`src/rtl/pin_event_pkg.sv`:
```
package pin_event_pkg;
  localparam int MODE_W = 3;
  localparam logic [MODE_W-1:0] MODE_OFF    = 3'b000;
  localparam logic [MODE_W-1:0] MODE_RISE   = 3'b001;
  localparam logic [MODE_W-1:0] MODE_FALL   = 3'b010;
  localparam logic [MODE_W-1:0] MODE_CHANGE = 3'b011;

  // Level modes: bit 2 set, bit 1 is the level that triggers, bit 0 unused.
  function automatic logic is_level_mode(input logic [MODE_W-1:0] m);
    return m[2];
  endfunction

  function automatic logic level_match(input logic [MODE_W-1:0] m, input logic v);
    return m[2] && (v == m[1]);
  endfunction
endpackage

```
`src/rtl/pin_sync_bank.sv`:
```
module pin_sync_bank #(
  parameter int WIDTH  = 64,
  parameter int STAGES = 2
) (
  input  logic             clk,
  input  logic             rst_n,
  input  logic [WIDTH-1:0] async_i,
  output logic [WIDTH-1:0] sync_o
);
  logic [WIDTH-1:0] stage_q [STAGES];

  generate
    for (genvar s = 0; s < STAGES; s++) begin : g_stage
      logic [WIDTH-1:0] stage_d;
      if (s == 0) begin : g_first
        assign stage_d = async_i;
      end else begin : g_rest
        assign stage_d = stage_q[s-1];
      end
      always_ff @(posedge clk or negedge rst_n) begin
        if (!rst_n) stage_q[s] <= '0;
        else        stage_q[s] <= stage_d;
      end
    end
  endgenerate

  assign sync_o = stage_q[STAGES-1];
endmodule

```
`src/rtl/pin_select.sv`:
```
module pin_select #(
  parameter int WIDTH = 64,
  localparam int IDX_W = (WIDTH > 1) ? $clog2(WIDTH) : 1
) (
  input  logic [WIDTH-1:0] bank_i,
  input  logic [IDX_W-1:0] idx_i,
  output logic             bit_o
);
  always_comb begin
    bit_o = 1'b0;
    for (int i = 0; i < WIDTH; i++) begin
      if (idx_i == IDX_W'(i)) bit_o = bank_i[i];
    end
  end
endmodule

```
`src/rtl/event_core.sv`:
```
module event_core
  import pin_event_pkg::*;
#(
  parameter int IDX_W = 6
) (
  input  logic              clk,
  input  logic              rst_n,
  input  logic              cfg_we_i,
  input  logic [MODE_W-1:0] cfg_mode_i,
  input  logic [IDX_W-1:0]  cfg_idx_i,
  input  logic              sample_i,
  input  logic              clr_i,
  input  logic              wait_req_i,
  output logic [IDX_W-1:0]  idx_o,
  output logic              flag_o,
  output logic              ready_o
);
  logic [MODE_W-1:0] mode_q, mode_d;
  logic [IDX_W-1:0]  idx_q, idx_d;
  logic              prev_q, prev_d;
  logic              armed_q, armed_d;
  logic              flag_q, flag_d;
  logic              ready_q, ready_d;
  logic              edge_hit, level_hit;

  // Detection
  always_comb begin
    unique case (mode_q)
      MODE_RISE:   edge_hit = sample_i & ~prev_q;
      MODE_FALL:   edge_hit = ~sample_i & prev_q;
      MODE_CHANGE: edge_hit = sample_i ^ prev_q;
      default:     edge_hit = 1'b0;
    endcase
    edge_hit  = edge_hit & armed_q;
    level_hit = level_match(mode_q, sample_i);
  end

  // Next state
  always_comb begin
    mode_d  = mode_q;
    idx_d   = idx_q;
    prev_d  = sample_i;
    armed_d = 1'b1;
    ready_d = wait_req_i & flag_q;
    // a set edge survives any clear; a level or held flag yields to it
    flag_d  = edge_hit | ((flag_q | level_hit) & ~clr_i & ~ready_d);
    if (cfg_we_i) begin
      mode_d  = cfg_mode_i;
      idx_d   = cfg_idx_i;
      armed_d = 1'b0;
      ready_d = 1'b0;
      flag_d  = 1'b0;
    end
  end

  // Registers
  always_ff @(posedge clk or negedge rst_n) begin
    if (!rst_n) begin
      mode_q  <= MODE_OFF;
      idx_q   <= '0;
      prev_q  <= 1'b0;
      armed_q <= 1'b0;
      flag_q  <= 1'b0;
      ready_q <= 1'b0;
    end else begin
      if (cfg_we_i) begin
        mode_q <= mode_d;
        idx_q  <= idx_d;
      end
      prev_q  <= prev_d;
      armed_q <= armed_d;
      flag_q  <= flag_d;
      ready_q <= ready_d;
    end
  end

  assign idx_o   = idx_q;
  assign flag_o  = flag_q;
  assign ready_o = ready_q;

  AST_CFG_CLEARS: assert property (@(posedge clk) disable iff (!rst_n)
    cfg_we_i |=> (!flag_q && !ready_q));
  AST_NO_EDGE_AFTER_CFG: assert property (@(posedge clk) disable iff (!rst_n)
    $past(cfg_we_i) |-> !edge_hit);
  AST_OFF_QUIET: assert property (@(posedge clk) disable iff (!rst_n)
    (mode_q == MODE_OFF) |=> !flag_q);
  AST_CLR_BEATS_LEVEL: assert property (@(posedge clk) disable iff (!rst_n)
    (clr_i && !edge_hit) |=> !flag_q);
  AST_READY_FOLLOWS_FLAG: assert property (@(posedge clk) disable iff (!rst_n)
    ready_q |-> ($past(flag_q) && $past(wait_req_i)));
  AST_READY_AUTOCLEAR: assert property (@(posedge clk) disable iff (!rst_n)
    (ready_q && !$past(edge_hit)) |-> !flag_q);
endmodule

```
`src/rtl/pin_event_detector.sv`:
```
module pin_event_detector
  import pin_event_pkg::*;
#(
  parameter int NUM_PINS    = 64,
  parameter int SYNC_STAGES = 2,
  localparam int IDX_W = (NUM_PINS > 1) ? $clog2(NUM_PINS) : 1,
  localparam int CFG_W = MODE_W + IDX_W
) (
  input  logic                clk,
  input  logic                rst_n,
  input  logic [NUM_PINS-1:0] pins_i,
  input  logic                cfg_we_i,
  input  logic [CFG_W-1:0]    cfg_i,
  input  logic                clr_i,
  input  logic                wait_req_i,
  output logic                event_o,
  output logic                wait_ready_o
);
  // Reset: asserted asynchronously, released on the clock
  logic [1:0] rst_sync_q;
  logic       rst_core_n;
  always_ff @(posedge clk or negedge rst_n) begin
    if (!rst_n) rst_sync_q <= 2'b00;
    else        rst_sync_q <= {rst_sync_q[0], 1'b1};
  end
  assign rst_core_n = rst_sync_q[1];

  logic [NUM_PINS-1:0] pins_sync;
  logic [IDX_W-1:0]    sel_idx;
  logic                sel_bit;

  pin_sync_bank #(.WIDTH(NUM_PINS), .STAGES(SYNC_STAGES)) u_sync (
    .clk     (clk),
    .rst_n   (rst_core_n),
    .async_i (pins_i),
    .sync_o  (pins_sync)
  );

  pin_select #(.WIDTH(NUM_PINS)) u_sel (
    .bank_i (pins_sync),
    .idx_i  (sel_idx),
    .bit_o  (sel_bit)
  );

  event_core #(.IDX_W(IDX_W)) u_core (
    .clk        (clk),
    .rst_n      (rst_core_n),
    .cfg_we_i   (cfg_we_i),
    .cfg_mode_i (cfg_i[CFG_W-1:IDX_W]),
    .cfg_idx_i  (cfg_i[IDX_W-1:0]),
    .sample_i   (sel_bit),
    .clr_i      (clr_i),
    .wait_req_i (wait_req_i),
    .idx_o      (sel_idx),
    .flag_o     (event_o),
    .ready_o    (wait_ready_o)
  );
endmodule

```
`config.mk`:
```
export PLATFORM = sky130hd
export DESIGN_NAME = pin_event_detector
export DESIGN_NICKNAME = d
export VERILOG_FILES = /design/src/rtl/pin_event_pkg.sv /design/src/rtl/pin_sync_bank.sv /design/src/rtl/pin_select.sv /design/src/rtl/event_core.sv /design/src/rtl/pin_event_detector.sv
export SDC_FILE = /design/constraint.sdc
export NUM_CORES = 1
export LEC_CHECK = 0
export BUFFER_PORTS_ARGS = -buffer_cell sky130_fd_sc_hd__buf_2
export CAP_MARGIN = 5
export CORE_MARGIN = 4
export CORE_UTILIZATION = 50
export CTS_BUF_LIST = sky130_fd_sc_hd__clkbuf_2 sky130_fd_sc_hd__clkbuf_4 sky130_fd_sc_hd__clkbuf_8
export DETAILED_ROUTE_END_ITERATION = 16
export PLACE_DENSITY = 0.75
export SLEW_MARGIN = 20
export SYNTH_ARGS = -nofsm -noshare
export SYNTH_HDL_FRONTEND = slang
export SYNTH_HIERARCHICAL = 1
export SYNTH_SLANG_ARGS = --single-unit
```
`constraint.sdc`:
```
create_clock -name clk -period 4.01 [get_ports clk]
set_clock_uncertainty 0.1 [all_clocks]
set_input_delay 0.802 -clock clk [delete_from_list [all_inputs] [get_ports clk]]
set_output_delay 0.802 -clock clk [all_outputs]
set_load 0.02 [all_outputs]
```
; ---- Word level (Yosys, flattened, before mapping)
; Index checks and enable logic that the tools add are counted.
[classes]
n_mul = 0
reduce_logical = 2
order_cmp = 0
n_bitwise = 13
add_sub_neg = 0
n_mux = 68
shifts = 0
n_eq_ne = 67
div_mod_pow = 0
[ops]
columns = op, count
row1 = "equality test 6 bit, second input constant", 32
row2 = "equality test 6 x 5 -> 1 bit, second input constant", 16
row3 = two-way mux 1 bit, 67
row4 = "equality test 6 x 4 -> 1 bit, second input constant", 8
row5 = "equality test 6 x 3 -> 1 bit, second input constant", 4
row6 = "equality test 6 x 2 -> 1 bit, second input constant", 2
row7 = bitwise AND 1 bit, 6
row8 = "equality test 3 x 2 -> 1 bit, second input constant", 2
row9 = "equality test 6 x 1 -> 1 bit, second input constant", 1
row10 = zero test 6 bit, 1
row11 = inverter 1 bit, 4
row12 = "equality test 3 x 1 -> 1 bit, second input constant", 1
row13 = one-hot mux 1 bit (3 select lines), 1
row14 = bitwise OR 1 bit, 2
row15 = equality test 1 bit, 1
row16 = logical AND 1 bit, 1
row17 = bitwise XOR 1 bit, 1
[totals]
regBits = 143
latch_bits = 0
elab_cells = 159
mem_count = 0
mem_bits_ro = 0
mem_bits_rw = 0
input_bits = 78

; ---- Logic depth before layout (Yosys ltp)
; Gate-level depths: netlist (run 1).
[depth]
ltp_word = 72
mapped_depth = 14

; ---- Modules after synthesis
; Netlist (run 1), hierarchy kept.
[modules_own_cells]
columns = mod, n_inst, area_each_um2, seq_area_each_um2, cells_each
row1 = pin_sync_bank, 1, 3203.1, 3203.1, 128
row2 = pin_select, 1, 1199.9, 0.0, 162
row3 = event_core, 1, 534.3, 325.3, 38
row4 = pin_event_detector, 1, 53.8, 50.0, 3

; ---- Least setup slack after synthesis (run 1)
; Ideal clock, no wire load.
[synth_timing]
kind = register -> register
startpoint = register u_core.idx_q[0] (netlist: u_core/idx_o[0])
endpoint = register u_core.flag_q (netlist: u_core/flag_o)
required_ns = 3.834
t_arrival_ns = 2.521
synth_period_minus_slack_ns = 2.697
path_stages_with_launch = 14
setup_ns = 0.076
setup_slack_ns = 1.313
path_cell_list = dfrtp_1 buf_6 buf_6 mux2_4 a22oi_2 o221ai_2 a21o_1 a221oi_2 o22ai_1 inv_1 ha_1 a21oi_1 or4b_1 o21ai_1
[synth_via]
elab_chain_len = 72
word_cells_on_any_way = 141
classes_between = eq/ne (64) / mux (66) / bitwise (9) / reduce/logical (2)
[synth_lines]
columns = element, line_no
row1 = from (decl), event_core.sv:19  ; logic [IDX_W-1:0] idx_q, idx_d;
row2 = from (signal assigned), event_core.sv:68  ; idx_q <= idx_d;
row3 = zero test 6 bit, pin_select.sv:12  ; if (idx_i == IDX_W'(i)) bit_o = bank_i[i];
row4 = two-way mux 1 bit (63 in a row), pin_select.sv:12
row5 = two-way mux 1 bit (*), pin_select.sv:12
row6 = via sel_bit, pin_event_detector.sv:30  ; logic sel_bit;
row7 = equality test 1 bit, pin_event_pkg.sv:14  ; return m[2] && (v == m[1]);
row8 = logical AND 1 bit, pin_event_pkg.sv:14
row9 = bitwise OR 1 bit, event_core.sv:46  ; flag_d = edge_hit | ((flag_q | level_hit) & ~clr_i & ~ready_d);
row10 = bitwise AND 1 bit (2 in a row), event_core.sv:46
row11 = bitwise OR 1 bit (*), event_core.sv:46
row12 = two-way mux 1 bit (*), event_core.sv:47  ; if (cfg_we_i) begin
row13 = via u_core.flag_d, event_core.sv:22  ; logic flag_q, flag_d;
row14 = to (signal assigned), event_core.sv:72  ; flag_q <= flag_d;
row15 = to (decl), event_core.sv:22
; The timed path passes the listed nets; every way through them passes the cells marked *.
; A chain may end at the register's enable or synchronous reset.

; ---- Worst setup path after layout (run 1)
; Ends and elaborated chain as after synthesis.

==> results of run 1 <==
[where the power goes]
group          internal (W)  leakage [nW]  switching (W)  total [W]
registers           0.00152          1.67      0.0000659    0.00159
logic              0.000138         0.822       0.000152   0.000290
clock network      0.000669         0.214       0.000518    0.00119
total               0.00233          2.71       0.000736    0.00307
[synthesized netlist by cell type, types with 4 or more instances]
| cell type | n |
|---|---|
| nand2_1 | 14 |
| o211ai_1 | 6 |
| buf_4 | 5 |
| o21ai_0 | 8 |
| mux4_2 | 4 |
| nor2_1 | 6 |
| nor2b_1 | 7 |
| dfrtp_1 | 143 |
| a211oi_1 | 8 |
| nand2b_1 | 4 |
| mux2_2 | 9 |
| buf_2 | 8 |
| nand3_1 | 5 |
| buf_6 | 5 |
| mux2i_1 | 9 |
| inv_1 | 7 |
| o22ai_1 | 4 |
| nor3_1 | 4 |
| a21o_1 | 5 |
| a21oi_1 | 11 |
| and3_1 | 4 |
[cell type report]
cell class	instances	area share [%]
sequential	143	60.5
multi-input combinational	160	21.0
timing repair buffer	87	7.90
clock buffer	21	4.67
tap	133	2.81
clock inverter	11	2.60
inverter	9	0.570
[flip-flops by register name (all words and copies together), names as in the netlist]
| register | cells |
|---|---|
| u_core/idx_o | 6 |
| u_sync/g_stage.stage_d | 64 |
| u_sync/sync_o | 64 |
| u_core/armed_q | 1 |
| u_core/mode_q | 3 |
| u_core/prev_q | 1 |
| u_core/ready_o | 1 |
| u_core/flag_o | 1 |
| rst_sync_q | 2 |
[path summary, 6_finish.rpt]
check,from,to,slack (ns)
worst max-delay path,u_core/idx_o[0],u_core/flag_o,0.72
worst min register to register,u_sync/g_stage[1].stage_d[42],u_sync/sync_o[42],0.24
min in group clk,u_sync/g_stage[1].stage_d[42],u_sync/sync_o[42],0.24
max in group asynchronous,rst_sync_q[1],u_sync/sync_o[41],2.63
worst min-delay path,rst_n,rst_sync_q[1],0.04
worst max register to register,u_core/idx_o[0],u_core/flag_o,0.72
[through the flow]
stage	hold slack, ns	power (W)	std cells	setup slack [ns]
final	0.0372	0.00307	564	0.716
after global routing	0.000268	0.00322	564	0.474
after CTS	0.00176	0.00311	564	0.696
after detailed placement	0.235	0.00191	532	0.706
after global placement	0.234	0.00190	532	0.845
after floorplan	0.231	0.00181	331	1.31
[worst max-delay path, stage by stage (launching register included)]
cell	delay, ns
dfrtp_1	0.67
buf_4	0.28
mux4_2	0.51
nor4_1	0.25
nor2_1	0.09
o211ai_1	0.10
a21o_1	0.14
o22ai_1	0.16
inv_1	0.10
ha_1	0.14
a21oi_1	0.06
or4b_1	0.47
o21ai_1	0.13
[logic make-up (layout without fill, tap and decap cells)]
group	after synthesis	count (layout)	synth area share, %
and+or+nand+nor	59	59	6.64
adders and majority gates	2	2	0.501
DFF	143	143	71.7
xor gates and xnor gates	1	1	0.176
buffers and inverters	28	128	3.43
muxes	25	25	6.47
AOI/OAI and AO/OA	72	72	11.0
other	1	1	0.0751
[layer usage]
metal  track usage (%)  vias up
li1                  -     1358
met1              22.9     1428
met2              26.0      107
met3              5.70        9
met4              7.03        0
met5                 0        -
==> impl_metrics.toml, run 1 <==
[clock_network]
clock_latency_ns = 0.43
clock_path_buffers = 2
cts-root-buf = "clkbuf_8"
path_clk_slew_ns = 0.07
clkSinkCount = 143
cts_resized = 0
cts_tree = "built"
numCtsBuffers = 17
cts_hold_buf = 0
htree_num_levels = 4
cts_setup_buffers = 0

[logic_synthesis]
ys.warnings.count = 6
synth_top_area_cell = "dfrtp_1"
synthCells = 331
synth_flop_cell = "dfrtp_1"
syn_area_sq_um = 4990
synth-seq-cells = 143
synth_area_leaders = "dfrtp_1 72%, mux2_2 2.0%, mux2i_1 1.8%"
ys_seq_area_share_pct = 71.7
synth-edff-count = 0
async_reset_ff_share_pct = 100
synth_area_per_cell_sq_um = 15.1
ys_types = 59
synth_top_area_share_pct = 71.7
synth_nets = 411

[worst_setup_path]
rr_worst_depth = 12
critPathArrivalTime_ns = 3.55
start_kind = "flop"
criticalPathCategory = "flop to flop"
cp.required_ns = 4.27
cp_max_fo = 13
cp-end-kind = "flop"

[cells_and_area]
design_area_sq_um = 5920
fin_nets = 498
antennaDiodeCount = 0
most-common-layout-cells = "142 x dfrtp_1, 79 x buf_2, 19 x clkbuf_8"
syn_to_final_growth_pct = 18.7
drive_above_1_share_pct = 34.1
final_common_cell = "dfrtp_1"
register_area_sq_um = 3580
multi_input_area_sq_um = 1240
utilization_pct = 60.9
nFillCells = 790

[global_routing]
grt_overflow = 0
grt_pass1_wl_mm = 14.6
grt_use_total_pct = 17.1
grt_max_degree = 84
antenna_found_initial = 0
grt_pass1_vias = 2902

[flow_run]
max-cap-violations = 0

[sta]
rsz0062_at_grt = "false"
max_freq_ghz = 0.304
setup_violations = 0
max_slew_margin_pct = 49.8
tns_ns = 0
hold_violations = 0
finalCritPeriodShare_pct = 82.1
slew_viol_final = 0
worst_pin_slew_ns = 0.753
min_period_ns = 3.29

[worst_hold_path]
hold_class = "primary input to asynchronous set/reset pin"

[power]
ir_worst_vdd_uv = 355
pwr_density_cell_nw_per_um2 = 518
leakage_nw = 2.71

[floorplanning]
die_h_microns = 108
dieWidth_microns = 108
dieArea_sq_um = 11600
core-area_sq_um = 9730
start_util_pct = 51.3
ios = 80
rows = 36

[placement]
dp_hpwl_mm = 6.24
port_buffers = 79
dpl_cell_area_sq_um = 5490
place_congestion = 0.918

[drt]
met3WireLength_microns = 625
wl_met2_mm = 4.48
viasPerCell = 5.15
drtPass1Iterations = 4
antenna_left = 0
routedWlPerCell_microns = 16.1
first_iter_violations = 256
wirelength_mm = 9.08
top_layer_used = "met4"
wl_met1_mm = 3.89
drc = 0
vias = 2902

[outcome]
status = "finished clean"
Note: power is estimated with default switching activity, not from simulation.
==> run 2: changes to the inputs <==
Settings changed: PLACE_DENSITY 0.75 to 0.72.
Clock period 4.01 ns to 3.3 ns, I/O delays scaled along.
==> run 2 against run 1 <==
  * Largest power group unchanged
  * Fmax grew 5.6%
  * Global-route usage increased by 0.85 points
  * Clock power up 18%
  * Largest cell class unchanged
  * Sequential power grew 21%
  * Core utilization is 0.82 points higher
  * Cell area up 1.4%
  * Sequential cell count is the same
  * Worst hold slack better by 0.18 ns
  * Power grew 22%
==> impl_metrics.toml, run 2 (same netlist as run 1, synthesis figures left out) <==
[outcome]
status = "finished clean"

[global_routing]
grt_pass1_vias = 3063
grt_pass1_wl_mm = 15.2
grt_max_degree = 87
antenna_found_initial = 0
grt_use_total_pct = 18.0
grt_overflow = 0

[power]
p_sw_share_pct = 24.4
switchingPower_w = 0.000909
leakage_nw = 2.75
p_int_w = 0.00282
p_seq_share_pct = 51.5
p_comb_share_pct = 10.8
pwr_density_cell_nw_per_um2 = 621
power_frac_clock_pct = 37.8
power_w = 0.00373
ir_worst_vdd_uv = 489

[floorplanning]
start_util_pct = 51.3
dieWidth_microns = 108
core-area_sq_um = 9730
ios = 80
dieArea_sq_um = 11600
rows = 36
die_h_microns = 108

[cells_and_area]
multi_input_area_sq_um = 1240
utilization_pct = 61.7
final_common_cell = "dfrtp_1"
antennaDiodeCount = 0
fin_nets = 507
drive_above_1_share_pct = 35.3
nFillCells = 784
register_area_sq_um = 3580
most-common-layout-cells = "141 x dfrtp_1, 79 x buf_2, 18 x clkbuf_8"
syn_to_final_growth_pct = 20.3

[worst_hold_path]
min-delay-start = "pins_i[6]"
hold_class = "primary input to flop"

[clock_network]
path_clk_slew_ns = 0.08
cts_setup_buffers = 0
htree_num_levels = 4
numCtsBuffers = 17
clock_path_buffers = 2
cts-root-buf = "clkbuf_8"
cts_tree = "built"
clock_latency_ns = 0.44
clkSinkCount = 143

[worst_setup_path]
critPathArrivalTime_ns = 3.39
start_kind = "flop"
r2r_end = "u_core/flag_o"
worstReg2RegStart = "u_core/idx_o[1]"
cp-endpoint = "u_core/flag_o"
r2r_slack_ns = 0.18
startpoint = "u_core/idx_o[1]"
criticalPathCategory = "flop to flop"
cp-end-kind = "flop"
cp.required_ns = 3.57
rr_worst_depth = 11
cp_max_fo = 19

[sta]
hold_violations = 0
max_slew_margin_pct = 55.9
max_freq_ghz = 0.320
rsz0062_at_grt = "false"
setup_violations = 0
finalCritPeriodShare_pct = 94.6
min_period_ns = 3.12
tns_ns = 0
slew_viol_final = 0
worst_pin_slew_ns = 0.661
whs_ns = 0.215

[drt]
wirelength_mm = 9.59
antenna_left = 0
drtPass1Iterations = 5
first_iter_violations = 131
drc = 0
viasPerCell = 5.15
vias = 2943
routedWlPerCell_microns = 16.8

[flow_run]
max-cap-violations = 0

[placement]
port_buffers = 79
place_congestion = 0.899
dp_hpwl_mm = 6.79
-- run 2: cell types whose count changed in the layout (fill, tap and decap cells not counted), sizes merged --
cell / delta
buf: +8
clkbuf: -2
clkinv: +1
dlygate4sd3: +1
-- run 2: worst min path at each step --
stage,to,cells after the start,slack [ns]
final,u_sync/g_stage[1].stage_d[6],1,0.22
after global routing,u_sync/g_stage[1].stage_d[25],1,0.18
after CTS,u_sync/g_stage[1].stage_d[6],1,0.18
after detailed placement,u_sync/sync_o[36],0,0.23
after global placement,u_sync/sync_o[14],0,0.23
after floorplan,rst_sync_q[1],0,0.23
-- run 2: final cells by class --
type                            count  share of cell area [%]
Inverter                            9                   0.563
Multi-Input combinational cell    160                    20.7
Sequential cell                   143                    59.7
Clock buffer                       19                    4.25
Timing Repair Buffer               96                    9.38
Clock inverter                     12                    2.65
Tap cell                          133                    2.77
-- run 2: critical path, stage by stage (launching register included) --
cell	delay (ns)
dfrtp_1	0.60
buf_12	0.27
a221oi_1	0.34
nor4_1	0.11
o311a_1	0.38
a211oi_2	0.21
o22ai_1	0.15
inv_1	0.09
ha_1	0.14
a21oi_1	0.06
or4b_1	0.46
o21ai_1	0.13
-- run 2: per-stage QoR --
stage	setup slack (ns)	cells	cell area (sq um)
6_report	0.180	572	6000
5_1_grt	0.00236	572	6000
4_1_cts	0.171	572	6000
3_5_place_dp	0.199	540	5580
3_3_place_gp	0.126	540	5580
2_1_floorplan	0.603	331	4990
-- run 2: repair_timing --
action	4_1_cts	5_1_grt
hold buffers	1	0
setup endpoints to repair	0	1
endpoints found under the hold margin	2	0
resized for setup	0	1
-- run 2: power groups by stage --
stage | sequential (W) | clock, W | combinational (W)
floorplan | 0.00194 | 0 | 0.000262
global placement | 0.00195 | 0 | 0.000398
detailed placement | 0.00195 | 0 | 0.000400
CTS | 0.00192 | 0.00145 | 0.000404
global route | 0.00193 | 0.00153 | 0.000441
finish | 0.00192 | 0.00141 | 0.000401
-- run 2: per-layer routing --
| metal | wire, microns | vias up | track usage (%) |
|---|---|---|---|
| met5 | 0 | - | 0 |
| met4 | 216 | 0 | 8.93 |
| met3 | 538 | 16 | 6.18 |
| met2 | 4570 | 81 | 27.6 |
| met1 | 4260 | 1470 | 22.9 |
| li1 | - | 1376 | - |
==> run 3: changes to the inputs <==
Settings changed: CORE_ASPECT_RATIO set to 0.75.
==> run 3 against run 2 <==
  * Clock power about the same
  * Sequential cell count did not move
  * Die area is 0.14% higher
  * Fmax is 3.3% higher
  * Combinational power decreased by 1%
  * Largest cell class unchanged
==> impl_metrics.toml, run 3 (same netlist as run 1, synthesis figures left out) <==
[worst_setup_path]
startpoint = "u_core/idx_o[0]"
worstReg2RegStart = "u_core/idx_o[0]"
r2r_end = "u_core/flag_o"
critPathArrivalTime_ns = 3.29
r2r_slack_ns = 0.28
cp.required_ns = 3.57
start_kind = "flop"
cp_max_fo = 12
cp-endpoint = "u_core/flag_o"
cp-end-kind = "flop"
critical_path.max_stage_delay_ns = 0.53
criticalPathCategory = "flop to flop"
slowest_stage = "mux4_2"
rr_worst_depth = 12
path_cells = "buf_4 -> mux4_2 -> nor4_1 -> nor2_1 -> o211ai_1 -> a21o_1 -> o22ai_1 -> inv_1 -> ha_1 -> a21oi_1 -> or4b_1 -> o21ai_1"

[global_routing]
grt_pass1_vias = 3105
antenna_found_initial = 0
grt_pass1_wl_mm = 15.7
grt_use_total_pct = 18.3
grt_overflow = 0
grt_max_degree = 57

[placement]
port_buffers = 79
dp_hpwl_mm = 7.05
place_congestion = 0.878

[clock_network]
cts-root-buf = "clkbuf_8"
htree_num_levels = 4
clkSinkCount = 143
numCtsBuffers = 17
clock_path_buffers = 2
path_clk_slew_ns = 0.09
cts_tree = "built"
clock_latency_ns = 0.44
cts_setup_buffers = 0

[sta]
whs_ns = 0.213
rsz0062_at_grt = "false"
setup_violations = 0
worst_pin_slew_ns = 0.529
hold_violations = 0
slew_viol_final = 0
min_period_ns = 3.02
max_freq_ghz = 0.331
max_slew_margin_pct = 64.7
tns_ns = 0
finalCritPeriodShare_pct = 91.5

[drt]
first_iter_violations = 202
vias = 2896
routedWlPerCell_microns = 17.0
antenna_left = 0
viasPerCell = 5.04
drtPass1Iterations = 4
drc = 0
wirelength_mm = 9.75

[power]
p_sw_share_pct = 27.2
ir_worst_vdd_uv = 452
power_frac_clock_pct = 37.4
p_int_w = 0.00270
p_comb_share_pct = 10.7
p_seq_share_pct = 51.9
switchingPower_w = 0.00101
power_w = 0.00370
leakage_nw = 2.75
pwr_density_cell_nw_per_um2 = 618

[floorplanning]
dieWidth_microns = 123
core-area_sq_um = 9700
rows = 31
ios = 80
start_util_pct = 51.5
die_h_microns = 94.5
dieArea_sq_um = 11700

[outcome]
status = "finished clean"

[cells_and_area]
most-common-layout-cells = "140 x dfrtp_1, 79 x buf_2, 18 x clkbuf_8, 18 x buf_4, 14 x nand2_1"
final_common_cell = "dfrtp_1"
syn_to_final_growth_pct = 20.1
utilization_pct = 61.8
fin_nets = 510
drive_above_1_share_pct = 36.1
antennaDiodeCount = 0

[worst_hold_path]
hold_class = "primary input to flop"

[flow_run]
max-cap-violations = 0
-- run 3: cell count changes in the layout (fill, tap and decap cells not counted), moves of 2 or more --
cell	previous run	this run
buf_12	3	1
buf_4	13	18
bufinv_16	3	1
clkinv_2	2	0
inv_8	0	5
-- run 3: repair_timing --
item | CTS | global route
hold buffers | 1 | 0
endpoints found under the setup margin | 0 | 1
gates resized for setup | 0 | 3
hold endpoints to repair | 2 | 0
-- run 3: cell type report --
type,count,area [sq um]
well taps,132,165
multi-input cells,160,1240
repair buffers,99,561
clock buffers,18,248
inverters,9,33.8
clock inverters,14,163
flip-flops and latches,143,3580
fillers,771,3700
-- run 3: power groups by stage --
stage | Combinational (W) | Sequential (W) | Clock, W
after global routing | 0.000438 | 0.00194 | 0.00152
after detailed placement | 0.000394 | 0.00196 | 0
after floorplan | 0.000262 | 0.00194 | 0
after global placement | 0.000394 | 0.00196 | 0
after CTS | 0.000398 | 0.00192 | 0.00143
final | 0.000395 | 0.00192 | 0.00139
-- run 3: how the worst min path moves through the flow --
stage	start	to	slack, ns	cells after the start
detailed placement	rst_sync_q[1]	u_sync/g_stage[1].stage_d[5]	0.23	0
global route	pins_i[16]	u_sync/g_stage[1].stage_d[16]	0.17	1
floorplan	rst_sync_q[0]	rst_sync_q[1]	0.23	0
global placement	rst_sync_q[1]	u_sync/g_stage[1].stage_d[5]	0.22	0
finish	pins_i[57]	u_sync/g_stage[1].stage_d[57]	0.21	1
CTS	pins_i[57]	u_sync/g_stage[1].stage_d[57]	0.18	1
-- run 3: critical path: cells and delay by family, from the launching register on --
kind                     cells  cell delay (ns)
buffers and inverters        2             0.35
multiplexers                 1             0.53
adder cells (fa/ha/maj)      1             0.14
flip-flops                   1             0.50
AO/OA/AOI/OAI                5             0.54
AND/OR/NAND/NOR              3             0.78
-- run 3: metal layers --
layer / vias up / part of all wire (%) / track usage [%]
met5: - / 0 / 0
met1: 1420 / 48 / 26.5
met3: 9 / 6.9 / 6.89
met2: 83 / 44 / 26.1
li1: 1384 / - / -
met4: 0 / 0.76 / 5.07
-- run 3: per-stage QoR --
step	area, sq um	setup slack, ns	cells
2_1_floorplan	4990	0.603	331
3_3_place_gp	5570	0.216	542
3_5_place_dp	5570	0.199	542
4_1_cts	5990	0.169	575
5_1_grt	6000	0.0522	575
6_report	6000	0.280	575
